<file path="src/rtl/mtw_pkg.sv">
package mtw_pkg;
   typedef enum logic [2:0] {
      ST_IDLE,
      ST_RX,
      ST_ACK,
      ST_TX,
      ST_MACK
   } bus_state_t;

   typedef enum logic [1:0] {
      RK_DEV,
      RK_WADDR,
      RK_DATA
   } rx_kind_t;

   localparam int MEAS_W     = 16;
   localparam int MEAS_BASE  = 96;
   localparam int STATUS_OFF = 110;
   localparam int RT_END     = 119;
endpackage

</file>
<file path="src/rtl/mtw_line_sync.sv">
module mtw_line_sync #(
   parameter int STAGES = 2,
   parameter int W      = 2
) (
   input  logic         clk,
   input  logic         rst_n,
   input  logic [W-1:0] d,
   output logic [W-1:0] q
);
   logic [W-1:0] pipe [STAGES];

   initial assert (STAGES >= 2) else $error("mtw_line_sync: STAGES below 2");

   for (genvar s = 0; s < STAGES; s++) begin : g_stage
      always_ff @(posedge clk or negedge rst_n) begin
         if (!rst_n) pipe[s] <= '1;
         else if (s == 0) pipe[s] <= d;
         else pipe[s] <= pipe[(s == 0) ? 0 : s - 1];
      end
   end

   assign q = pipe[STAGES-1];
endmodule

</file>
<file path="src/rtl/mtw_bus_fsm.sv">
module mtw_bus_fsm
   import mtw_pkg::*;
#(
   parameter logic [6:0] ID_ADDR     = 7'h50,
   parameter logic [6:0] DIAG_ADDR   = 7'h51,
   parameter int         SYNC_STAGES = 2
) (
   input  logic       clk,
   input  logic       rst_n,
   input  logic       scl_i,
   input  logic       sda_i,
   output logic       sda_oe,
   output logic       diag_sel,
   output logic       rd_fire,
   output logic [7:0] rd_off,
   input  logic [7:0] rd_byte,
   output logic       wr_fire,
   output logic [7:0] wr_off,
   output logic [7:0] wr_byte
);
   logic scl_s, sda_s, scl_d, sda_d;
   logic scl_rise, scl_fall, cond_start, cond_stop;
   bus_state_t state;
   rx_kind_t   kind;
   logic [3:0] bitcnt;
   logic [7:0] shreg, txsh, ptr;
   logic       rw, mnack, hit_id, hit_diag;

   mtw_line_sync #(.STAGES(SYNC_STAGES), .W(2)) u_sync (
      .clk(clk), .rst_n(rst_n), .d({scl_i, sda_i}), .q({scl_s, sda_s}));

   assign scl_rise   = scl_s & ~scl_d;
   assign scl_fall   = ~scl_s & scl_d;
   assign cond_start = scl_s & scl_d & sda_d & ~sda_s;
   assign cond_stop  = scl_s & scl_d & ~sda_d & sda_s;
   assign hit_id     = (shreg[7:1] == ID_ADDR);
   assign hit_diag   = (shreg[7:1] == DIAG_ADDR);
   assign rd_off     = ptr;
   assign rd_fire    = scl_fall & ~cond_start & ~cond_stop &
                       (((state == ST_ACK) && (kind == RK_DEV) && rw) ||
                        ((state == ST_MACK) && !mnack));

   always_ff @(posedge clk or negedge rst_n) begin
      if (!rst_n) begin
         scl_d <= 1'b1;  sda_d <= 1'b1;
         state <= ST_IDLE;  kind <= RK_DEV;
         bitcnt <= '0;  shreg <= '0;  txsh <= '0;  ptr <= '0;
         rw <= 1'b0;  mnack <= 1'b1;  diag_sel <= 1'b0;  sda_oe <= 1'b0;
         wr_fire <= 1'b0;  wr_off <= '0;  wr_byte <= '0;
      end else begin
         scl_d   <= scl_s;
         sda_d   <= sda_s;
         wr_fire <= 1'b0;
         if (cond_start) begin
            state <= ST_RX;  kind <= RK_DEV;  bitcnt <= '0;  sda_oe <= 1'b0;
         end else if (cond_stop) begin
            state <= ST_IDLE;  sda_oe <= 1'b0;
         end else if (rd_fire) begin
            txsh <= rd_byte;  sda_oe <= ~rd_byte[7];  ptr <= ptr + 8'd1;
            bitcnt <= '0;  state <= ST_TX;
         end else begin
            case (state)
               ST_RX: begin
                  if (scl_rise) begin
                     shreg  <= {shreg[6:0], sda_s};
                     bitcnt <= bitcnt + 4'd1;
                  end else if (scl_fall && bitcnt == 4'd8) begin
                     bitcnt <= '0;
                     state  <= ST_ACK;
                     sda_oe <= 1'b1;
                     case (kind)
                        RK_DEV: begin
                           if (hit_id || hit_diag) begin
                              diag_sel <= hit_diag;
                              rw       <= shreg[0];
                           end else begin
                              state  <= ST_IDLE;
                              sda_oe <= 1'b0;
                           end
                        end
                        RK_WADDR: ptr <= shreg;
                        default: begin
                           wr_fire <= 1'b1;
                           wr_off  <= ptr;
                           wr_byte <= shreg;
                           ptr     <= ptr + 8'd1;
                        end
                     endcase
                  end
               end
               ST_ACK: begin
                  if (scl_fall) begin
                     sda_oe <= 1'b0;
                     state  <= ST_RX;
                     kind   <= (kind == RK_DEV) ? RK_WADDR : RK_DATA;
                  end
               end
               ST_TX: begin
                  if (scl_fall) begin
                     if (bitcnt == 4'd7) begin
                        sda_oe <= 1'b0;
                        state  <= ST_MACK;
                     end else begin
                        bitcnt <= bitcnt + 4'd1;
                        txsh   <= {txsh[6:0], 1'b0};
                        sda_oe <= ~txsh[6];
                     end
                  end
               end
               ST_MACK: begin
                  if (scl_rise) mnack <= sda_s;
                  else if (scl_fall) state <= ST_IDLE;
               end
               default: state <= ST_IDLE;
            endcase
         end
      end
   end

   // the slave's pull on SDA moves only after SCL falls or at a bus condition
   assert_oe_hold_R11: assert property (@(posedge clk) disable iff (!rst_n)
      (!scl_fall && !cond_start && !cond_stop) |=> $stable(sda_oe));
   // nothing is driven while idle
   assert_idle_release_R1: assert property (@(posedge clk) disable iff (!rst_n)
      (state == ST_IDLE) |-> !sda_oe);
   // line left free while the master answers a read byte
   assert_mack_release_R11: assert property (@(posedge clk) disable iff (!rst_n)
      (state == ST_MACK) |-> !sda_oe);
   // every byte fetched for reading advances the pointer by one
   assert_ptr_step_R3: assert property (@(posedge clk) disable iff (!rst_n)
      rd_fire |=> (ptr == $past(ptr) + 8'd1));
   // a write strobe always trails the pointer by one
   assert_wr_ptr_R9: assert property (@(posedge clk) disable iff (!rst_n)
      wr_fire |-> (ptr == wr_off + 8'd1));
   // reads and writes never fire together
   assert_rw_excl_R2: assert property (@(posedge clk) disable iff (!rst_n)
      $onehot0({rd_fire, wr_fire}));
endmodule

</file>
<file path="src/rtl/mtw_page_map.sv">
module mtw_page_map
   import mtw_pkg::*;
#(
   parameter int         NUM_MEAS  = 5,
   parameter logic [7:0] ID_SEED   = 8'h3C,
   parameter logic [7:0] DIAG_SEED = 8'hC3,
   parameter int         USER_LO   = 128,
   parameter int         USER_HI   = 247
) (
   input  logic                       clk,
   input  logic                       rst_n,
   input  logic                       diag_sel,
   input  logic                       rd_fire,
   input  logic [7:0]                 rd_off,
   output logic [7:0]                 rd_byte,
   input  logic                       wr_fire,
   input  logic [7:0]                 wr_off,
   input  logic [7:0]                 wr_byte,
   input  logic [NUM_MEAS*MEAS_W-1:0] meas_words,
   input  logic                       st_fault,
   input  logic                       st_nosig,
   input  logic                       st_notready
);
   localparam int USER_N   = USER_HI - USER_LO + 1;
   localparam int IW       = $clog2(USER_N);
   localparam int MEAS_END = MEAS_BASE + 2 * NUM_MEAS - 1;

   initial assert (NUM_MEAS >= 1 && MEAS_END < STATUS_OFF)
      else $error("mtw_page_map: measurement block overlaps status");
   initial assert (USER_LO > RT_END && USER_HI <= 255 && USER_HI >= USER_LO)
      else $error("mtw_page_map: bad writable window");

   logic [MEAS_W-1:0] live [NUM_MEAS];
   logic [MEAS_W-1:0] hold [NUM_MEAS];
   logic [7:0]        umem [USER_N];
   logic              in_meas, in_user_rd, in_user_wr;
   logic [2:0]        midx;

   assign in_meas    = (rd_off >= 8'(MEAS_BASE)) && (rd_off <= 8'(MEAS_END));
   assign in_user_rd = (rd_off >= 8'(USER_LO)) && (rd_off <= 8'(USER_HI));
   assign in_user_wr = diag_sel && (wr_off >= 8'(USER_LO)) && (wr_off <= 8'(USER_HI));
   assign midx       = 3'((rd_off - 8'(MEAS_BASE)) >> 1);

   for (genvar k = 0; k < NUM_MEAS; k++) begin : g_meas
      assign live[k] = meas_words[k*MEAS_W +: MEAS_W];
      always_ff @(posedge clk or negedge rst_n) begin
         if (!rst_n) hold[k] <= '0;
         else if (rd_fire && diag_sel && in_meas && !rd_off[0] && midx == 3'(k))
            hold[k] <= live[k];
      end
      // a captured word changes only when its high byte is fetched
      assert_snap_hold_R7: assert property (@(posedge clk) disable iff (!rst_n)
         !rd_fire |=> $stable(hold[k]));
   end

   always_ff @(posedge clk or negedge rst_n) begin
      if (!rst_n) begin
         for (int i = 0; i < USER_N; i++) umem[i] <= '0;
      end else if (wr_fire && in_user_wr) begin
         umem[IW'(wr_off - 8'(USER_LO))] <= wr_byte;
      end
   end

   always_comb begin
      if (!diag_sel) begin
         rd_byte = rd_off[7] ? 8'h00 : (rd_off ^ ID_SEED);
      end else if (in_meas) begin
         rd_byte = rd_off[0] ? hold[midx][7:0] : live[midx][15:8];
      end else if (rd_off == 8'(STATUS_OFF)) begin
         rd_byte = {5'b0, st_fault, st_nosig, st_notready};
      end else if (rd_off >= 8'(MEAS_BASE) && rd_off <= 8'(RT_END)) begin
         rd_byte = 8'h00;
      end else if (in_user_rd) begin
         rd_byte = umem[IW'(rd_off - 8'(USER_LO))];
      end else begin
         rd_byte = rd_off ^ DIAG_SEED;
      end
   end
endmodule

</file>
<file path="src/rtl/mtw_mgmt_slave.sv">
module mtw_mgmt_slave
   import mtw_pkg::*;
#(
   parameter logic [6:0] ID_ADDR     = 7'h50,
   parameter logic [6:0] DIAG_ADDR   = 7'h51,
   parameter int         SYNC_STAGES = 2,
   parameter int         NUM_MEAS    = 5,
   parameter logic [7:0] ID_SEED     = 8'h3C,
   parameter logic [7:0] DIAG_SEED   = 8'hC3,
   parameter int         USER_LO     = 128,
   parameter int         USER_HI     = 247
) (
   input  logic                       clk,
   input  logic                       rst_n,
   input  logic                       scl_i,
   input  logic                       sda_i,
   output logic                       sda_oe,
   input  logic [NUM_MEAS*MEAS_W-1:0] meas_words,
   input  logic                       st_fault,
   input  logic                       st_nosig,
   input  logic                       st_notready
);
   initial assert (ID_ADDR != DIAG_ADDR) else $error("mtw_mgmt_slave: page addresses collide");

   logic       diag_sel, rd_fire, wr_fire;
   logic [7:0] rd_off, rd_byte, wr_off, wr_byte;

   mtw_bus_fsm #(.ID_ADDR(ID_ADDR), .DIAG_ADDR(DIAG_ADDR), .SYNC_STAGES(SYNC_STAGES)) u_bus (
      .clk(clk), .rst_n(rst_n), .scl_i(scl_i), .sda_i(sda_i), .sda_oe(sda_oe),
      .diag_sel(diag_sel), .rd_fire(rd_fire), .rd_off(rd_off), .rd_byte(rd_byte),
      .wr_fire(wr_fire), .wr_off(wr_off), .wr_byte(wr_byte));

   mtw_page_map #(.NUM_MEAS(NUM_MEAS), .ID_SEED(ID_SEED), .DIAG_SEED(DIAG_SEED),
                  .USER_LO(USER_LO), .USER_HI(USER_HI)) u_map (
      .clk(clk), .rst_n(rst_n), .diag_sel(diag_sel), .rd_fire(rd_fire), .rd_off(rd_off),
      .rd_byte(rd_byte), .wr_fire(wr_fire), .wr_off(wr_off), .wr_byte(wr_byte),
      .meas_words(meas_words), .st_fault(st_fault), .st_nosig(st_nosig),
      .st_notready(st_notready));
endmodule

</file>
<file path="config.mk">
export PLATFORM = sky130hd
export DESIGN_NAME = mtw_mgmt_slave
export DESIGN_NICKNAME = d
export VERILOG_FILES = /design/src/rtl/mtw_pkg.sv /design/src/rtl/mtw_line_sync.sv /design/src/rtl/mtw_bus_fsm.sv /design/src/rtl/mtw_page_map.sv /design/src/rtl/mtw_mgmt_slave.sv
export SDC_FILE = /design/constraint.sdc
export NUM_CORES = 2
export LEC_CHECK = 0
export BUFFER_PORTS_ARGS = -buffer_cell sky130_fd_sc_hd__buf_4
export CORE_ASPECT_RATIO = 1.75
export CORE_UTILIZATION = 66
export DETAILED_ROUTE_END_ITERATION = 6
export GPL_ROUTABILITY_DRIVEN = 1
export PLACE_DENSITY = 0.83
export SYNTH_ARGS = -nofsm -noshare
export SYNTH_HDL_FRONTEND = slang
export SYNTH_HIERARCHICAL = 1
export SYNTH_SLANG_ARGS = --single-unit
</file>
<file path="constraint.sdc">
create_clock -name clk -period 7.8 [get_ports clk]
set_input_delay 0.78 -clock clk [delete_from_list [all_inputs] [get_ports clk]]
set_output_delay 0.78 -clock clk [all_outputs]
set_load 0.02 [all_outputs]
</file>
==> results.md <==
- FF-to-FF path depth: 10
- Die Ht: 364 µm
- Layout Skew: 0.0229 ns
- Slew @ Worst Pin: 1.44 ns
- Max VDD drop: 184 µV
- WL per Instance: 31.9 µm
- First-pass GRT wire length: 209000 µm
- Layout area overhead: 9.19%
- Hpwl dp: 87000 µm
- Commonest non-fill, non-tap cells in the layout: dfrtp_1 (1039), mux2_2 (1027), mux4_2 (261), nand2_1 (137), buf_4 (119)
- Worst hold path type: in -> async
- Comb pwr share: 1.7%
- Buffers & Inverters on Critical Path: 1
- Routed WL: 137000 µm
- Post-route ant nets: 0
- Syn. warnings: 6
- Die X-Extent: 209 µm
- Critical Path RT: 8.42 ns
- Slowest cell on crit path: o21ai_0
- Post-placement cell count: 4113
- Initial antenna violation count: 6
- Number of global-route vias before repair: 33.1k
- Clk network pwr share: 46.7%
- Final Cycle Share: 60.0%
- Synth cell types: 87
- Crit path kind: reg -> reg
- Final setup viols: 0
- Max Slew Vio Count: 0
- Setup TNS: 0 ns
- Crit-path cells: buf_4 -> nand2b_1 -> o22ai_1 -> o21ai_0 -> o21ai_0 -> a211oi_1 -> o21ai_1 -> a21oi_1 -> o22ai_1 -> a21oi_1
- Max H-tree Level: 3
- Share of total power in sequential cells: 51.6%
- CTS Buffer Depth: 3
- GRT Util Overall: 37.2%
- Gr ovfl total: 0
- Clk_lat worst skew: 0.69 ns
- Int Power: 0.00842 W
- Crit start category: flip-flop
- Post-synthesis sequential area ratio: 53.8%
- Gate Count Post-Synth: 3277
- RSZ-0062 raised after global routing: no
- DRT iter0 DRCs: 3475
- Post-cts sizing count: 0
- Number of synthesized flops with an enable pin: 0
- Pleak: 25.2 nW
- Share of layout cells above drive strength 1: 48.9%
- Pre-CTS setup slack: 3.38 ns
- Number of CTS-inserted buffers: 93
- Number of synthesized register bits: 1059
- Reg2reg start: u_bus/rd_off[1]
- Crit path from: u_bus/rd_off[1]
- Final hold vios: 0
- Largest net degree at the start of global routing: 200
- Die area: 75800 µm²
- CP Data Arrival Time: 5.29 ns
- R2R Setup Slk: 3.12 ns
- Root cell of the clock tree: clkbuf_16
- TritonCTS clock tree: yes
- Highest clock rate: 214 MHz
- Failing checks: DRC
- Status: finished, violations left
- Gp weighted congestion: 0.981
- Post-layout nets: 3360
- Syn_area_per_cell: 15.0 µm²
- IO Pins: 88
- Max_cap viols: 0
- Sw frac: 21.1%
- Reg clk slew, reported paths: 0.07 ns
- Endpoint type of the worst setup path: flip-flop
- Sink Count: 1059
- P per Cell Area: 198 nW/µm²
- Net count after synthesis: 3367
- Setup bufs post-CTS: 0
- Cts hold-fix bufs: 0
- Synthesized area: 49300 µm²
- Initial Util: 66.6%
- IO buf count: 87
- Top Family by Delay on Critical Path: compound AO/OA/AOI/OAI gates
- Worst r2r dst: u_bus/txsh[2]
- Async S/R FF share, synth: 100%
- Most common flop cell mapped by yosys: dfrtp_1
- Pre-Repair DR Iteration Count: 7
- Slew HR: 3.70%
- DRC viols: 27
- P_sw: 0.00225 W
- Slowest stage delay, CP: 1.07 ns
- Fin cells: 4288
- Core area: 74000 µm²
- Via density: 7.15
- Final min period: 4.68 ns
- # rows: 132
- DR vias: 30.7k
- Most common cell after layout, fill and taps aside: dfrtp_1
- Final WS setup: 3.12 ns
- Critical path peak fanout: 53
registers in the layout, indices dropped and copies added (netlist names), 2 cells and up:
signal	cells
u_bus/shreg	8
u_bus/wr_byte	8
u_bus/bitcnt	4
u_bus/u_sync/q	2
u_map/hold	40
u_bus/txsh	7
u_bus/kind	2
u_bus/wr_off	8
u_bus/state	3
u_bus/u_sync/pipe	2
u_map/umem	960
u_bus/rd_off	8
worst register-to-register path: stages, from the launching register on:
cell	delay, ns
dfrtp_4	0.76
buf_4	0.77
nand2b_1	0.62
o22ai_1	0.17
o21ai_0	1.07
o21ai_0	0.22
a211oi_1	0.50
o21ai_1	0.11
a21oi_1	0.16
o22ai_1	0.10
a21oi_1	0.12
power groups by stage:
stage	Combinational [W]	Sequential (W)	Clock, W
after floorplan	0.0000259	0.00561	0
after global placement	0.000174	0.00561	0
after detailed placement	0.000183	0.00561	0
after CTS	0.000183	0.00551	0.00505
after global routing	0.000202	0.00551	0.00525
final	0.000177	0.00551	0.00499
worst max path at each step:
stage | end | slack, ns | cells past startpoint
final | u_bus/txsh[2] | 3.12 | 10
after global routing | u_bus/txsh[2] | 3.04 | 10
after CTS | u_bus/txsh[2] | 3.36 | 10
after detailed placement | u_bus/txsh[2] | 3.38 | 10
after global placement | u_bus/txsh[2] | 3.38 | 10
after floorplan | u_bus/sda_oe | 4.84 | 15
per-stage QoR:
| stage | area (µm²) | utilization (%) | power, W | hold WS (ns) |
|---|---|---|---|---|
| after detailed placement | 50500 | 68.3 | 0.00579 | 0.350 |
| after floorplan | 49300 | - | 0.00563 | 0.345 |
| after CTS | 53800 | 72.7 | 0.0107 | 0.127 |
| after global placement | 50500 | 68.3 | 0.00579 | 0.352 |
| after global routing | 53800 | 72.7 | 0.0110 | 0.163 |
| final | 53800 | 72.7 | 0.0107 | 0.118 |
synthesized netlist by cell type, types with 22 or more instances:
cell	n	area share, %
o21ai_0	30	0.30
mux2_2	1027	23
nor2_1	102	0.78
a21oi_1	37	0.38
mux4_2	261	12
dfrtp_1	1052	53
nand2_1	137	1.0
clkbuf_1	143	1.1
mux2i_1	52	1.1
buf_2	42	0.43
nand3_1	34	0.35
o22ai_1	22	0.28
cell type report:
cell class | instances | area [µm²]
flip-flops and latches | 1059 | 26600
repair buffers | 127 | 1050
clock inverters | 46 | 613
clock buffers | 126 | 2710
multi-input cells | 1969 | 21600
fillers | 4556 | 20200
well taps | 938 | 1170
inverters | 20 | 75.1
diodes | 3 | 7.51
per-layer routing:
layer / vias to the layer above / global-route usage (%) / part of all wire, %
met2: 1583 / 59.9 / 49
met5: - / 0.0639 / 0.023
met4: 6 / 25.0 / 7.5
met1: 16300 / 45.2 / 35
li1: 12200 / - / -
met3: 559 / 8.64 / 8.0
logic make-up after synthesis:
group,Yosys count,share of synthesized area (%)
and+or+nand+nor,404,4.01
AOI/OAI and AO/OA,212,3.06
buffers and inverters,249,2.35
muxes,1349,36.7
xor gates and xnor gates,1,0.0178
adders and majority gates,3,0.0762
DFF,1059,53.8
Power figures use the tool's default switching activity.
